$ cat config.mk
export PLATFORM = sky130hd
export DESIGN_NAME = ptm_irq_unit
export DESIGN_NICKNAME = d
export VERILOG_FILES = /design/src/rtl/ptm_pkg.sv /design/src/rtl/ptm_detect.sv /design/src/rtl/ptm_regs.sv /design/src/rtl/ptm_irq_unit.sv
export SDC_FILE = /design/constraint.sdc
export NUM_CORES = 1
export LEC_CHECK = 0
export BUFFER_PORTS_ARGS = -buffer_cell sky130_fd_sc_hd__buf_2
export CORE_MARGIN = 5
export CORE_UTILIZATION = 50
export CTS_CLUSTER_DIAMETER = 60
export DETAILED_ROUTE_END_ITERATION = 6
export HOLD_SLACK_MARGIN = 0.12
export PLACE_DENSITY = 0.77
export RECOVER_POWER = 100
export SYNTH_ARGS = -nofsm -noshare
export SYNTH_HDL_FRONTEND = slang
export SYNTH_SLANG_ARGS = --single-unit
$ cat constraint.sdc
create_clock -name clk -period 3.7 [get_ports clk]
set_input_delay 0.37 -clock clk [delete_from_list [all_inputs] [get_ports clk]]
set_output_delay 0.37 -clock clk [all_outputs]
set_load 0.005 [all_outputs]
$ cat src/rtl/ptm_pkg.sv
// Package: shared constants for the payload type mismatch interrupt unit.
// Assumes an 8-bit register data path and a 3-bit payload type field.
package ptm_pkg;
    localparam int DATA_W = 8;
    localparam int PT_W   = 3;

    localparam logic [7:0] ADR_CFG = 8'h10;
    localparam logic [7:0] ADR_IEN = 8'h13;
    localparam logic [7:0] ADR_ISR = 8'h15;

    // Writable bits of the interrupt-enable register
    localparam logic [DATA_W-1:0] IEN_MASK = 8'h5F;
endpackage

$ cat src/rtl/ptm_detect.sv
// Module: per-frame payload type capture and mismatch status.
// Samples the received type on frm_vld. Sets a sticky status bit on a
// mismatch against the expected type. The status is cleared by a host read
// strobe, and a set in the same cycle wins. Drives the gated active-low request.
// Assumes frm_vld is a single-cycle strobe in the clk domain.
module ptm_detect
    import ptm_pkg::*;
(
    input  logic            clk,
    input  logic            rst_n,
    input  logic            frm_vld,
    input  logic [PT_W-1:0] frm_ptype,
    input  logic [PT_W-1:0] exp_pt,
    input  logic            mis_en,
    input  logic            rd_clr,
    output logic [PT_W-1:0] pt_q,
    output logic            sts,
    output logic            irq_n
);
    logic mismatch;

    // Compare the incoming frame's type with the expected value
    always_comb mismatch = frm_vld && (frm_ptype != exp_pt);

    // Capture the last received payload type
    always_ff @(posedge clk) begin
        if (!rst_n)       pt_q <= '0;
        else if (frm_vld) pt_q <= frm_ptype;
    end

    // Sticky status: set on mismatch, cleared by the status read
    always_ff @(posedge clk) begin
        if (!rst_n)        sts <= 1'b0;
        else if (mismatch) sts <= 1'b1;
        else if (rd_clr)   sts <= 1'b0;
    end

    // Request pulls low while an enabled status is pending
    always_comb irq_n = !(sts && mis_en);

    AST_SET_ON_MISMATCH: assert property (@(posedge clk) disable iff (!rst_n)
        (frm_vld && frm_ptype != exp_pt) |=> sts);
    AST_NO_SPURIOUS_SET: assert property (@(posedge clk) disable iff (!rst_n)
        $rose(sts) |-> $past(frm_vld && frm_ptype != exp_pt));
    AST_CLEAR_ON_READ: assert property (@(posedge clk) disable iff (!rst_n)
        (rd_clr && !frm_vld) |=> !sts);
    AST_SET_BEATS_CLEAR: assert property (@(posedge clk) disable iff (!rst_n)
        (rd_clr && frm_vld && frm_ptype != exp_pt) |=> sts);
    AST_TYPE_HOLD: assert property (@(posedge clk) disable iff (!rst_n)
        !frm_vld |=> $stable(pt_q));
endmodule

$ cat src/rtl/ptm_regs.sv
// Module: host register file and read-back path.
// Holds the expected payload type, the interrupt enables and the sampled
// algorithm-status inputs. Returns registered read data and produces the
// clear strobe for the status register.
// Assumes single-cycle wr_en/rd_en strobes with addr and wdata stable alongside.
module ptm_regs
    import ptm_pkg::*;
#(
    parameter int ADDR_W = 8
)(
    input  logic              clk,
    input  logic              rst_n,
    input  logic              wr_en,
    input  logic              rd_en,
    input  logic [ADDR_W-1:0] addr,
    input  logic [DATA_W-1:0] wdata,
    input  logic              ferf_alg,
    input  logic              tmark_alg,
    input  logic [PT_W-1:0]   pt_q,
    input  logic              sts,
    output logic [PT_W-1:0]   exp_pt,
    output logic [DATA_W-1:0] ien,
    output logic              rd_clr,
    output logic [DATA_W-1:0] rdata
);
    localparam logic [ADDR_W-1:0] A_CFG = ADDR_W'(ADR_CFG);
    localparam logic [ADDR_W-1:0] A_IEN = ADDR_W'(ADR_IEN);
    localparam logic [ADDR_W-1:0] A_ISR = ADDR_W'(ADR_ISR);

    logic              ferf_q;
    logic              tmark_q;
    logic [DATA_W-1:0] rd_mux;

    // Expected payload type register
    always_ff @(posedge clk) begin
        if (!rst_n)                      exp_pt <= '0;
        else if (wr_en && addr == A_CFG) exp_pt <= wdata[PT_W-1:0];
    end

    // Interrupt-enable register, unused bits held at zero
    always_ff @(posedge clk) begin
        if (!rst_n)                      ien <= '0;
        else if (wr_en && addr == A_IEN) ien <= wdata & IEN_MASK;
    end

    // Sample the algorithm-status inputs every clock
    always_ff @(posedge clk) begin
        if (!rst_n) begin
            ferf_q  <= 1'b0;
            tmark_q <= 1'b0;
        end else begin
            ferf_q  <= ferf_alg;
            tmark_q <= tmark_alg;
        end
    end

    // Read-back selection by address
    always_comb begin
        unique case (addr)
            A_CFG:   rd_mux = {pt_q, ferf_q, tmark_q, exp_pt};
            A_IEN:   rd_mux = ien;
            A_ISR:   rd_mux = {{(DATA_W-1){1'b0}}, sts};
            default: rd_mux = '0;
        endcase
    end

    // Status clears when its register is read
    always_comb rd_clr = rd_en && (addr == A_ISR);

    // Registered read data
    always_ff @(posedge clk) begin
        if (!rst_n)     rdata <= '0;
        else if (rd_en) rdata <= rd_mux;
    end

    AST_EXP_WRITE: assert property (@(posedge clk) disable iff (!rst_n)
        (wr_en && addr == A_CFG) |=> exp_pt == $past(wdata[PT_W-1:0]));
    AST_IEN_WRITE: assert property (@(posedge clk) disable iff (!rst_n)
        (wr_en && addr == A_IEN) |=> ien == $past(wdata & IEN_MASK));
    AST_RDATA_HOLD: assert property (@(posedge clk) disable iff (!rst_n)
        !rd_en |=> $stable(rdata));
endmodule

$ cat src/rtl/ptm_irq_unit.sv
// Module: top of the payload type mismatch interrupt unit.
// Joins the host register file to the frame-level detector. The request is
// gated by bit 0 of the interrupt-enable register.
// Assumes a single clock domain and a synchronous active-low reset.
module ptm_irq_unit
    import ptm_pkg::*;
#(
    parameter int ADDR_W = 8
)(
    input  logic              clk,
    input  logic              rst_n,
    input  logic              wr_en,
    input  logic              rd_en,
    input  logic [ADDR_W-1:0] addr,
    input  logic [DATA_W-1:0] wdata,
    output logic [DATA_W-1:0] rdata,
    input  logic              frm_vld,
    input  logic [PT_W-1:0]   frm_ptype,
    input  logic              ferf_alg,
    input  logic              tmark_alg,
    output logic              mis_sts,
    output logic              irq_n
);
    logic [PT_W-1:0]   exp_pt;
    logic [PT_W-1:0]   pt_q;
    logic [DATA_W-1:0] ien;
    logic              rd_clr;

    ptm_regs #(.ADDR_W(ADDR_W)) i_regs (
        .clk       (clk),
        .rst_n     (rst_n),
        .wr_en     (wr_en),
        .rd_en     (rd_en),
        .addr      (addr),
        .wdata     (wdata),
        .ferf_alg  (ferf_alg),
        .tmark_alg (tmark_alg),
        .pt_q      (pt_q),
        .sts       (mis_sts),
        .exp_pt    (exp_pt),
        .ien       (ien),
        .rd_clr    (rd_clr),
        .rdata     (rdata)
    );

    ptm_detect i_detect (
        .clk       (clk),
        .rst_n     (rst_n),
        .frm_vld   (frm_vld),
        .frm_ptype (frm_ptype),
        .exp_pt    (exp_pt),
        .mis_en    (ien[0]),
        .rd_clr    (rd_clr),
        .pt_q      (pt_q),
        .sts       (mis_sts),
        .irq_n     (irq_n)
    );

    AST_IRQ_MEANS_STATUS: assert property (@(posedge clk) disable iff (!rst_n)
        !irq_n |-> mis_sts);
endmodule

---- After elaboration in Yosys (flattened, before gate mapping) ----
Index checks and enable logic that the tools add are counted.
cells by class
  eq/ne operators ......................... 4
  reduce and logical (&&, ||, !) cells .... 7
  multiplexer cells ....................... 3
operators by type and width
  kind                  count
  $eq A8 B5 Y1 const B  3
  $pmux W8 S3           1
  $logic_and A1 B1 Y1   5
  $ne A3 B3 Y1          1
  $mux W1               2
  $reduce_bool A2 Y1    1
  $logic_not A1 Y1      1
word-level totals
  input port bits ......................... 26
  output and inout bits ................... 10
  word-level logic and storage cells ...... 21
  register bits ........................... 23

---- Depth between registers and ports, before layout ----
  depth in word-level cells ............... 4
  depth in mapped cells ................... 5
  depth with buffers taken out ............ 4

---- By module ----
From an unflattened synthesis, not the netlist that was laid out.
second synthesis, totals
  cells, all modules ...................... 119
  area total of the unflattened synthesis .. 1136.1 µm²
modules (own cells, without submodules)
  module      instances  sequential area each (µm²)  area each (µm²)  cells an instance
  ptm_regs    1          380.4                       955.9            101
  ptm_detect  1          80.1                        180.2            18

---- Worst setup path before layout ----
Ideal clock, no wire load.
  kind .................................... input -> register
  start ................................... input addr[7]
  end ..................................... register i_regs.ien[0]
  slack ................................... 1.922 ns
  library setup time ...................... 0.116 ns
  data required time ...................... 3.584 ns
  buffers on the path ..................... 1
  cell stages on the path ................. 5
  data arrival time ....................... 1.662 ns
  path through ............................ or4b_1 buf_2 nor4_4 mux2i_1 nor2b_1
between the ends
  longest elaborated chain between the ends .. 2
ends and longest elaborated chain
  what                  RTL line            source
  from (decl)           ptm_irq_unit.sv:14  input logic [ADDR_W-1:0] addr,
  $eq A8 B5 Y1          ptm_regs.sv:43      else if (wr_en && addr == A_IEN) ien <= wdata & IEN_MASK;
  $logic_and A1 B1 Y1   ptm_regs.sv:43
  to (signal assigned)  ptm_regs.sv:43
  to (decl)             ptm_regs.sv:22      output logic [DATA_W-1:0] ien,
Every way passes these cells.
A chain may end at the register's enable or synchronous reset.

---- Worst setup path after layout ----
  start ................................... input addr[7]
  end ..................................... register i_regs.ien[2]
The elaborated chain is that of the path after synthesis.

==> metrics <==
area grow syn2layout=15.6%; worst-path maximum fanout=6; Synth Instances=113; CTS resizes=0; number of synthesized register bits=23; mux cell area share after synthesis=11.2%; DR WL/cell=approximately 13 um; area of the mapped netlist=1070 um2; Worst EP arrival=~2.6 ns; Hold Crit Class=primary input to register; clock sink count=23; fin cells=171; P_leak=0.514 nW; clock buffer depth=2; Hold Violations, Final=0; Worst Max-Slew Pin Slew=1.49 ns; Slowest Stage Delay on Critical Path=roughly 1.2 ns; total gr overflow=0; RSZ-0062 raised after global routing=no; largest family of logic cells by synthesized area=simple AND/OR/NAND/NOR gates; vias per std cell=5.30; Chip Width=56.2 um; Top FF cell, synth=dfxtp_1; dominant cell type by area after synthesis=dfxtp_1; syn nets=139; nets=about 170; CTS tree=done; DRT Pass-1 Iters=4; critical path's slowest cell=nor4_1; CTS Buf Count=3; YS warnings=0; Hold Buf Count CTS=0; Final ANT Viol Nets=0; Setup CP Type=primary input to register; Max VDD drop=221 uV; TNS Setup=0 ns; period utilization=64.5%; max_cap viols=1; Compound-Gate Fraction of Synth Area=under 10%; first-pass GRT wire length=3.83 mm; number of synthesized flops with an enable pin=0; starting density of the core=a little over half; Initial DRC Count=19; pin count of the biggest net entering global routing=34; # diodes=0; pre-CTS setup slack=1.64 ns; count of different cell masters after synthesis=26; total power=0.417 mW; Async SR Flop Fraction=0%; status=complete, but fails checks; Top delay family on crit path=simple AND/OR/NAND/NOR gates; share of the synthesized area in the top cell type=43.1%; pwr dens=about 340 nW/um2; Setup WS post-layout=between 1 and 1.5 ns; GRT Overall Usage=~15%; Worst Path Buf+Inv=1; Skew-Pair Late Insertion Delay=0.31 ns; antenna violations before repair=0; Post-synth top cells=23 x dfxtp_1, 16 x nand2_1, 12 x mux2i_1; final worst path period need=between 2 and 2.5 ns; Post-Synth Adder-Cell Area=0%; drc violations=0; PortBufs=33; area share of and/or/nand/nor cells after synthesis=between 30% and 40%; final setup violation count=0; via count=906; post-synthesis xor/xnor area fraction=3.28%; CORE AREA=2000 um2; Critical Path Source Type=primary input; Syn Area/Cell=9.46 um2; CP Capture Type=register; Worst Path Required=~3.9 ns; total setup buffers inserted after CTS=0; Fillers=190; clock root cell=clkbuf_4; Max Slew Vio Count=1; Max-slew headroom=-0.429%; Synth area leaders=dfxtp_1 43%, mux2i_1 11%, nand2_1 5.6%; vias in the first global route=854; Worst Skew=~0.0023 ns; Chip Height=56.2 um; GP Congestion=~0.74; H-tree Lvls=1; Placed Instances=167; top-count cell post-synth=dfxtp_1; Util after Layout=61.7%; failing checks=capacitance limit, slew limit; Rows=16; Clock transition at path regs=between 0.1 and 0.15 ns; die area=3160 um2; Seq/Total Area, Yosys=43.1%; Ports=36; critical path cell sequence=buf_2 > or4b_1 > nor4_1 > mux2i_1 > nor2b_1; final wirelength=approximately 2.3 mm; layout cell share with drive strength beyond 1=20.8%; DP Wirelength=approximately 1.7 mm; f_max=0.419 GHz
==> flip-flops by register name, summed over array words and instances (netlist names) <==
register        count
i_regs.rdata        8
i_regs.tmark_q      1
i_regs.exp_pt       3
i_regs.ien          6
i_detect.sts        1
i_detect.pt_q       3
i_regs.ferf_q       1
==> stage by stage <==
stage / hold slack, ns / instance area [um2]
detailed placement: 0.457 / 1240
global route: 0.241 / 1230
floorplan: 0.458 / 1070
global placement: 0.455 / 1240
CTS: 0.240 / 1270
finish: 0.253 / 1230
==> worst register-to-register path, stage by stage, from the launching register on <==
cell	delay (ns)
dfxtp_1	0.35
xor2_1	0.16
o311ai_0	0.33
o21ai_0	0.17
==> cell type report <==
class	instances	area [um2]	area share (%)
Multi-Input combinational cell	83	553	44.8
Sequential cell	23	460	37.3
Timing Repair Buffer	33	156	12.7
Tap cell	27	33.8	2.74
Clock buffer	3	22.5	1.82
Clock inverter	1	5.00	0.405
Inverter	1	3.75	0.304
==> worst paths after layout <==
kind                                                    start                            to  slack, ns  cells after the start
worst max-delay path                                  addr[7]    i_regs.ien[2]$_SDFFE_PN0P_       1.31                      5
worst min-delay path                                 ferf_alg      i_regs.ferf_q$_SDFF_PN0_       0.25                      2
worst max register to register  i_regs.exp_pt[1]$_SDFFE_PN0P_     i_detect.sts$_SDFFE_PN0P_       2.57                      3
worst min register to register   i_regs.rdata[6]$_SDFFE_PN0P_  i_regs.rdata[6]$_SDFFE_PN0P_       0.47                      2
==> cells in the final DEF, fill, tap and decap left out <==
cell      synthesis  final
nor3b_1           1      1
o21ai_0           2      2
inv_1             1      1
and2_0            0      1
nand3b_1          6      6
clkbuf_4          0      3
o22ai_1           1      1
a22o_1            5      5
or4b_1            1      1
o311ai_0          1      1
buf_2             1     26
a21boi_0          2      2
nand2_1          16     16
dfxtp_1          23     23
and2_1            3      2
nor4_1            1      3
clkbuf_1          5      7
mux2i_1          12     12
nand2b_1          4      4
clkinv_2          0      1
a31oi_1           1      1
o32a_1            1      1
xor2_1            4      4
nand3_1           8      8
nor2_1            2      2
nor2b_1           9      9
nor4b_1           0      1
==> power breakdown <==
| part | total, mW | internal (mW) | switching, mW | leakage (nW) |
|---|---|---|---|---|
| Combinational | 0.0427 | 0.0199 | 0.0228 | 0.310 |
| Clock | 0.120 | 0.0405 | 0.0794 | 0.0177 |
| Sequential | 0.254 | 0.252 | 0.00239 | 0.187 |
==> cells by family (layout without fill, tap and decap cells) <==
logic type / Yosys count / after routing
AO/OA/AOI/OAI: 13 / 13
XOR/XNOR: 4 / 4
buffers and inverters: 7 / 38
flip-flops: 23 / 23
multiplexers: 12 / 12
AND/OR/NAND/NOR: 54 / 54
==> metal layers <==
metal | routed length, um | vias to the layer above | global-route usage (%)
met1 | 1070 | 416 | 18.9
met4 | 45 | 0 | 8.81
li1 | - | 458 | -
met3 | 132 | 4 | 3.02
met5 | 0 | - | 0
met2 | 1010 | 28 | 24.4
(Power assumes the default switching activity.)
